--- config.mk ---
export PLATFORM = sky130hd
export DESIGN_NAME = pwm_bank
export DESIGN_NICKNAME = d
export VERILOG_FILES = /design/src/rtl/pwm_pkg.sv /design/src/rtl/pwm_regs.sv /design/src/rtl/pwm_tick.sv /design/src/rtl/pwm_chan.sv /design/src/rtl/pwm_bank.sv
export SDC_FILE = /design/constraint.sdc
export NUM_CORES = 1
export LEC_CHECK = 0
export BUFFER_PORTS_ARGS = -buffer_cell sky130_fd_sc_hd__buf_4
export CAP_MARGIN = 15
export CORE_ASPECT_RATIO = 1.2
export CORE_MARGIN = 2
export CORE_UTILIZATION = 50
export DETAILED_ROUTE_END_ITERATION = 10
export PLACE_DENSITY = 0.69
export SLEW_MARGIN = 20
export SYNTH_ARGS = -nofsm -noshare
export SYNTH_HDL_FRONTEND = slang
export SYNTH_SLANG_ARGS = --single-unit
--- constraint.sdc ---
create_clock -name clk -period 2.6 [get_ports clk]
set_input_delay 0.52 -clock clk [delete_from_list [all_inputs] [get_ports clk]]
set_output_delay 0.52 -clock clk [all_outputs]
set_load 0.02 [all_outputs]
--- src/rtl/pwm_pkg.sv ---
package pwm_pkg;

    localparam int DATA_W     = 32;
    localparam int PS_W       = 6;
    localparam int CNT_W      = 10;
    localparam int ABRUPT_BIT = 6;
    localparam int FULL_BIT   = 10;
    localparam int OFF_W      = 4;

    typedef logic [DATA_W-1:0] word_t;

    typedef struct packed {
        logic            abrupt;
        logic [PS_W-1:0] ps;
    } ctrl_t;

    typedef struct packed {
        logic             full;
        logic [CNT_W-1:0] dc;
    } duty_t;

    // Programmed (shadow) settings of one channel
    typedef struct packed {
        ctrl_t            ctrl;
        duty_t            duty;
        logic [CNT_W-1:0] pv;
    } chan_cfg_t;

    // Settings in force for the current period
    typedef struct packed {
        logic [PS_W-1:0]  ps;
        logic [CNT_W-1:0] pv;
        duty_t            duty;
    } live_cfg_t;

    typedef enum logic [1:0] {SEL_CTRL, SEL_DUTY, SEL_PER, SEL_NONE} reg_sel_e;

    typedef enum logic {CH_IDLE, CH_RUN} ch_state_e;

    function automatic reg_sel_e decode_off(input logic [OFF_W-1:0] off);
        reg_sel_e s;
        case (off)
            4'h0:    s = SEL_CTRL;
            4'h4:    s = SEL_DUTY;
            4'h8:    s = SEL_PER;
            default: s = SEL_NONE;
        endcase
        return s;
    endfunction

    function automatic word_t ctrl_to_word(input ctrl_t c);
        word_t w = '0;
        w[PS_W-1:0]  = c.ps;
        w[ABRUPT_BIT] = c.abrupt;
        return w;
    endfunction

    function automatic ctrl_t word_to_ctrl(input word_t w);
        ctrl_t c;
        c.ps     = w[PS_W-1:0];
        c.abrupt = w[ABRUPT_BIT];
        return c;
    endfunction

    function automatic word_t duty_to_word(input duty_t d);
        word_t w = '0;
        w[CNT_W-1:0] = d.dc;
        w[FULL_BIT]  = d.full;
        return w;
    endfunction

    function automatic duty_t word_to_duty(input word_t w);
        duty_t d;
        d.dc   = w[CNT_W-1:0];
        d.full = w[FULL_BIT];
        return d;
    endfunction

    function automatic word_t per_to_word(input logic [CNT_W-1:0] p);
        word_t w = '0;
        w[CNT_W-1:0] = p;
        return w;
    endfunction

    function automatic live_cfg_t snapshot(input chan_cfg_t c);
        live_cfg_t l;
        l.ps   = c.ctrl.ps;
        l.pv   = c.pv;
        l.duty = c.duty;
        return l;
    endfunction

endpackage

--- src/rtl/pwm_regs.sv ---
module pwm_regs
    import pwm_pkg::*;
#(
    parameter int NCH    = 2,
    parameter int ADDR_W = 8
) (
    input  logic                  clk,
    input  logic                  rst,
    input  logic                  wr_en,
    input  logic                  rd_en,
    input  logic [ADDR_W-1:0]     addr,
    input  word_t                 wdata,
    output word_t                 rdata,
    output chan_cfg_t [NCH-1:0]   cfg_o
);

    localparam int IDX_W = ADDR_W - OFF_W;

    logic [IDX_W-1:0]    idx;
    reg_sel_e            sel;
    chan_cfg_t [NCH-1:0] cfg_q;

    assign idx   = addr[ADDR_W-1:OFF_W];
    assign sel   = decode_off(addr[OFF_W-1:0]);
    assign cfg_o = cfg_q;

    always_ff @(posedge clk) begin
        if (rst) begin
            cfg_q <= '0;
        end else if (wr_en) begin
            for (int c = 0; c < NCH; c++) begin
                if (int'(idx) == c) begin
                    case (sel)
                        SEL_CTRL: cfg_q[c].ctrl <= word_to_ctrl(wdata);
                        SEL_DUTY: cfg_q[c].duty <= word_to_duty(wdata);
                        SEL_PER:  cfg_q[c].pv   <= wdata[CNT_W-1:0];
                        default:  ;
                    endcase
                end
            end
        end
    end

    always_comb begin
        rdata = '0;
        if (rd_en) begin
            for (int c = 0; c < NCH; c++) begin
                if (int'(idx) == c) begin
                    case (sel)
                        SEL_CTRL: rdata = ctrl_to_word(cfg_q[c].ctrl);
                        SEL_DUTY: rdata = duty_to_word(cfg_q[c].duty);
                        SEL_PER:  rdata = per_to_word(cfg_q[c].pv);
                        default:  rdata = '0;
                    endcase
                end
            end
        end
    end

    // a write to an unmapped offset leaves every register untouched
    p_unmapped_wr_r7: assert property (@(posedge clk) disable iff (rst)
        (wr_en && sel == SEL_NONE) |=> $stable(cfg_q))
        else $error("unmapped write changed a register");

endmodule

--- src/rtl/pwm_tick.sv ---
module pwm_tick
    import pwm_pkg::*;
(
    input  logic            clk,
    input  logic            rst,
    input  logic            clr,
    input  logic [PS_W-1:0] lim,
    output logic            tick
);

    logic [PS_W-1:0] pcnt;

    assign tick = !clr && (pcnt == lim);

    always_ff @(posedge clk) begin
        if (rst || clr)
            pcnt <= '0;
        else if (pcnt == lim)
            pcnt <= '0;
        else
            pcnt <= pcnt + 1'b1;
    end

    // the prescale count never passes its active limit while counting
    p_pcnt_bound_r1: assert property (@(posedge clk) disable iff (rst)
        !clr |-> (pcnt <= lim))
        else $error("prescale count beyond limit");

endmodule

--- src/rtl/pwm_chan.sv ---
module pwm_chan
    import pwm_pkg::*;
(
    input  logic      clk,
    input  logic      rst,
    input  logic      en,
    input  chan_cfg_t cfg,
    output logic      pwm_o
);

    ch_state_e        state;
    logic [CNT_W-1:0] cnt;
    live_cfg_t        act;
    logic             running;
    logic             tick;
    logic             wrap;
    logic             start;
    logic             kill;
    logic             pre_clr;

    assign running = (state == CH_RUN);
    assign start   = !running && en;
    assign kill    = running && !en && cfg.ctrl.abrupt;
    assign wrap    = tick && (cnt == act.pv);
    assign pre_clr = !running || kill;

    pwm_tick u_tick (
        .clk  (clk),
        .rst  (rst),
        .clr  (pre_clr),
        .lim  (act.ps),
        .tick (tick)
    );

    always_ff @(posedge clk) begin
        if (rst) begin
            state <= CH_IDLE;
            cnt   <= '0;
            act   <= '0;
        end else if (kill) begin
            state <= CH_IDLE;
            cnt   <= '0;
        end else if (start) begin
            state <= CH_RUN;
            cnt   <= '0;
            act   <= snapshot(cfg);
        end else if (running && wrap) begin
            cnt <= '0;
            act <= snapshot(cfg);
            if (!en)
                state <= CH_IDLE;
        end else if (running && tick) begin
            cnt <= cnt + 1'b1;
        end
    end

    assign pwm_o = running && (act.duty.full || (cnt < act.duty.dc));

    // period count stays within the active period value
    p_cnt_bound_r1: assert property (@(posedge clk) disable iff (rst)
        running |-> (cnt <= act.pv))
        else $error("period count beyond limit");

    // active settings hold between boundaries
    p_shadow_hold_r4: assert property (@(posedge clk) disable iff (rst)
        (running && en && !wrap) |=> $stable(act))
        else $error("active settings changed mid-period");

    // graceful stop keeps the channel running until the boundary
    p_graceful_r5: assert property (@(posedge clk) disable iff (rst)
        (running && !en && !cfg.ctrl.abrupt && !wrap) |=> running)
        else $error("graceful stop ended the period early");

    // abrupt stop idles the channel and lowers the output on the next edge
    p_abrupt_r6: assert property (@(posedge clk) disable iff (rst)
        (running && !en && cfg.ctrl.abrupt) |=> (!running && !pwm_o))
        else $error("abrupt stop did not take effect");

endmodule

--- src/rtl/pwm_bank.sv ---
module pwm_bank
    import pwm_pkg::*;
#(
    parameter int NCH    = 2,
    parameter int ADDR_W = 8
) (
    input  logic              clk,
    input  logic              rst,
    input  logic              wr_en,
    input  logic              rd_en,
    input  logic [ADDR_W-1:0] addr,
    input  logic [DATA_W-1:0] wdata,
    output logic [DATA_W-1:0] rdata,
    input  logic [NCH-1:0]    chan_en,
    output logic [NCH-1:0]    pwm_out
);

    chan_cfg_t [NCH-1:0] cfg;

    pwm_regs #(
        .NCH    (NCH),
        .ADDR_W (ADDR_W)
    ) u_regs (
        .clk   (clk),
        .rst   (rst),
        .wr_en (wr_en),
        .rd_en (rd_en),
        .addr  (addr),
        .wdata (wdata),
        .rdata (rdata),
        .cfg_o (cfg)
    );

    generate
        for (genvar g = 0; g < NCH; g++) begin : g_ch
            pwm_chan u_chan (
                .clk   (clk),
                .rst   (rst),
                .en    (chan_en[g]),
                .cfg   (cfg[g]),
                .pwm_o (pwm_out[g])
            );
        end
    endgenerate

    // after a reset edge every output is low
    p_reset_idle_r8: assert property (@(posedge clk)
        rst |=> (pwm_out == '0))
        else $error("output active after reset");

endmodule

==> flow_summary.yaml <==
power:
  power.density_nw_per_um2: 527
  ir_drop_uv: 390
  power_mw: 4.91
  p_leak_nw: 3.45
final_layout:
  nets: 1085
  fin_cells: 1242
  fin_util_pct: 57.7
  area_growth_pct: 13.4
  diodes: 0
  drive_above_1_share_pct: 14.0
die:
  io_pins: 80
  die_w_um: 121
  row_count: 51
  die-area_um2: 17500
  core_area_um2: 16100
  die_h_um: 144
  initial_core_util_pct: 50.9
synthesis:
  synth_seq_cells: 144
  netlist.area_leader.share_pct: 35.1
  ys_seq_area_share_pct: 35.1
  yosys-top-cells-count: "dfxtp_1, nand2_1, nand3_1"
  synth_flop_cell: "dfxtp_1"
  synth_cells: 1008
  async_flop_share_pct: 0
  yosysMostFrequentCell: "dfxtp_1"
  ys_types: 50
  synth_edf_count: 0
  yosys_warnings: 0
  yosys.area.top_type: "dfxtp_1"
  synth_area_um2: 8220
  syn_area_per_cell_um2: 8.15
  yosys-top-cells-area: "dfxtp_1, nand3_1, a32oi_1"
setup_path:
  critPathKind: "input pin to output pin"
  startpoint_type: "input pin"
  cp_max_fo: 10
  crit_path_top_delay_cell: "a2111o_2"
  cp_data_arrival_time_ns: 1.98
  end_kind: "output pin"
  required_ns: 2.08
  slowest_delay_ns: 0.48
  path_cells: "buf_4, nor3_1, nand2_1, a2111o_2, nor3_1, buf_4"
sta:
  maxSlewHeadroom_pct: 59.2
  skew_ns: 0.00962
  max_freq_ghz: 0.400
  hold_viol: 0
  fin_crit_ns: 2.50
  post-route-period-util_pct: 96.2
  setup_viol: 0
  worst_pin_slew_ns: 0.606
  setup_ws_ns: 0.0985
  drv_slew: 0
  rsz0062_at_grt: "no"
run_status:
  status: "finished, final reports clean"
routing:
  wl_met1_um: 10100
  wl_met2_um: 9170
  dr.max_layer_used: "met4"
  detail-route-antenna-nets: 0
  viasPerCell: 6.02
  routed_wl_um: 20700
  drt-initial-drc-count: 571
  routedWlPerCell_um: 16.7
  drc_errors: 0
  wl_met3_um: 1060
  vias: 7474
  drtPass1Iterations: 5
clock_network:
  cts_tree: "built"
  clk_latency_ns: 0.43
  root_buffer: "clkbuf_16"
  hold_buffers: 0
  cts_made_buffers: 17
  clockBufferDepth: 2
  cts.htree.levels: 4
  clk_pin_slew_ns: 0.06
  cts_num_sinks: 144
place:
  dp_cells: 1210
  io_buffers: 37
  gp_congestion: 0.900
  hpwl_um: 14400
  post-place-ws_ns: 0.0456
global_routing:
  track_usage_pct: 24.1
  antenna_found_initial: 0
  grt_overflow: 0
  grt_pass1_wl_um: 34000
  first_global_vias: 6462
  grt_max_degree: 55
hold_path:
  hold_path_class: "input pin to register"
flow_run:
  cap_viol_max_count: 0
==> registers in the layout (all words and copies together) (netlist names) <==
register and flops:
g_ch.u_chan.u_tick.pcnt 12, g_ch.u_chan.cnt 20, u_regs.cfg_o 56, g_ch.u_chan.running 2, g_ch.u_chan.act 54
==> cell type report <==
cell class / instances / area [um^2]
clock buffers: 17 / 425
well taps: 212 / 265
fillers: 1459 / 6830
repair buffers: 81 / 658
multi-input cells: 749 / 4860
clock inverters: 15 / 135
flip-flops and latches: 144 / 2890
inverters: 24 / 90.1
==> final timing paths <==
path	cells past startpoint	endpoint	from	slack, ns
max	6	rdata[6]	addr[7]	0.1
min	3	u_regs.cfg_o[20]	wdata[10]	0.37
max reg2reg	6	g_ch[0].u_chan.act[15]	g_ch[0].u_chan.cnt[8]	0.31
min reg2reg	1	g_ch[1].u_chan.u_tick.pcnt[0]	g_ch[1].u_chan.u_tick.pcnt[0]	0.47
==> worst max-delay path, delay by kind of cell <==
kind | cells | cell delay [ns]
AOI/OAI and AO/OA | 1 | 0.48
buffers and inverters | 2 | 0.31
and+or+nand+nor | 3 | 0.67
==> report_power, final <==
| part | internal [mW] | switching (mW) | leakage [nW] | total [mW] |
|---|---|---|---|---|
| Sequential | 2.21 | 0.00541 | 1.16 | 2.21 |
| Combinational | 0.0962 | 0.256 | 2.01 | 0.352 |
| Clock | 1.27 | 1.07 | 0.281 | 2.34 |
| Total | 3.57 | 1.33 | 3.45 | 4.91 |
==> logic make-up (layout without fill, tap and decap cells) <==
kind of cell / count (synthesis) / after routing / share of synthesized area (%)
buffers and inverters: 135 / 137 / 7.37
XOR/XNOR: 45 / 45 / 4.80
flip-flops: 144 / 144 / 35.1
adder cells (fa/ha/maj): 22 / 22 / 3.35
AND/OR/NAND/NOR: 462 / 462 / 31.9
other: 1 / 21 / 0.0456
multiplexers: 18 / 18 / 2.19
AO/OA/AOI/OAI: 181 / 181 / 15.2
==> through the flow <==
| stage | instance area, um^2 | setup TNS [ns] | hold WS, ns |
|---|---|---|---|
| 2_1_floorplan | 8300 | -0.0771 | 0.437 |
| 3_3_place_gp | 8740 | 0 | 0.450 |
| 3_5_place_dp | 8740 | 0 | 0.461 |
| 4_1_cts | 9300 | 0 | 0.359 |
| 5_1_grt | 9320 | 0 | 0.379 |
| 6_report | 9320 | 0 | 0.374 |
==> layout by cell type, fill, tap and decap left out, drive strengths merged, types with 13 or more instances in the layout <==
cell type	n
nand3	109
nand4	22
xor2	22
nor3b	36
a221o	13
nor2	44
a32oi	54
nor3	39
buf	81
inv	37
conb	21
o21ai	19
a21oi	68
nand2	119
dfxtp	144
ha	22
mux2i	18
xnor2	23
or4b	55
clkbuf	17
==> timing repair <==
action / CTS / global route
setup endpoints to repair: 0 / 11
gates resized for setup: 0 / 9
setup buffers: 0 / 0
==> per-layer routing <==
metal,GRT usage [%],vias to the layer above
li1,-,3714
met1,35.6,3512
met2,35.6,221
met3,3.51,27
met4,8.26,0
met5,0,-
No activity file was read; power rests on OpenSTA's default activity.
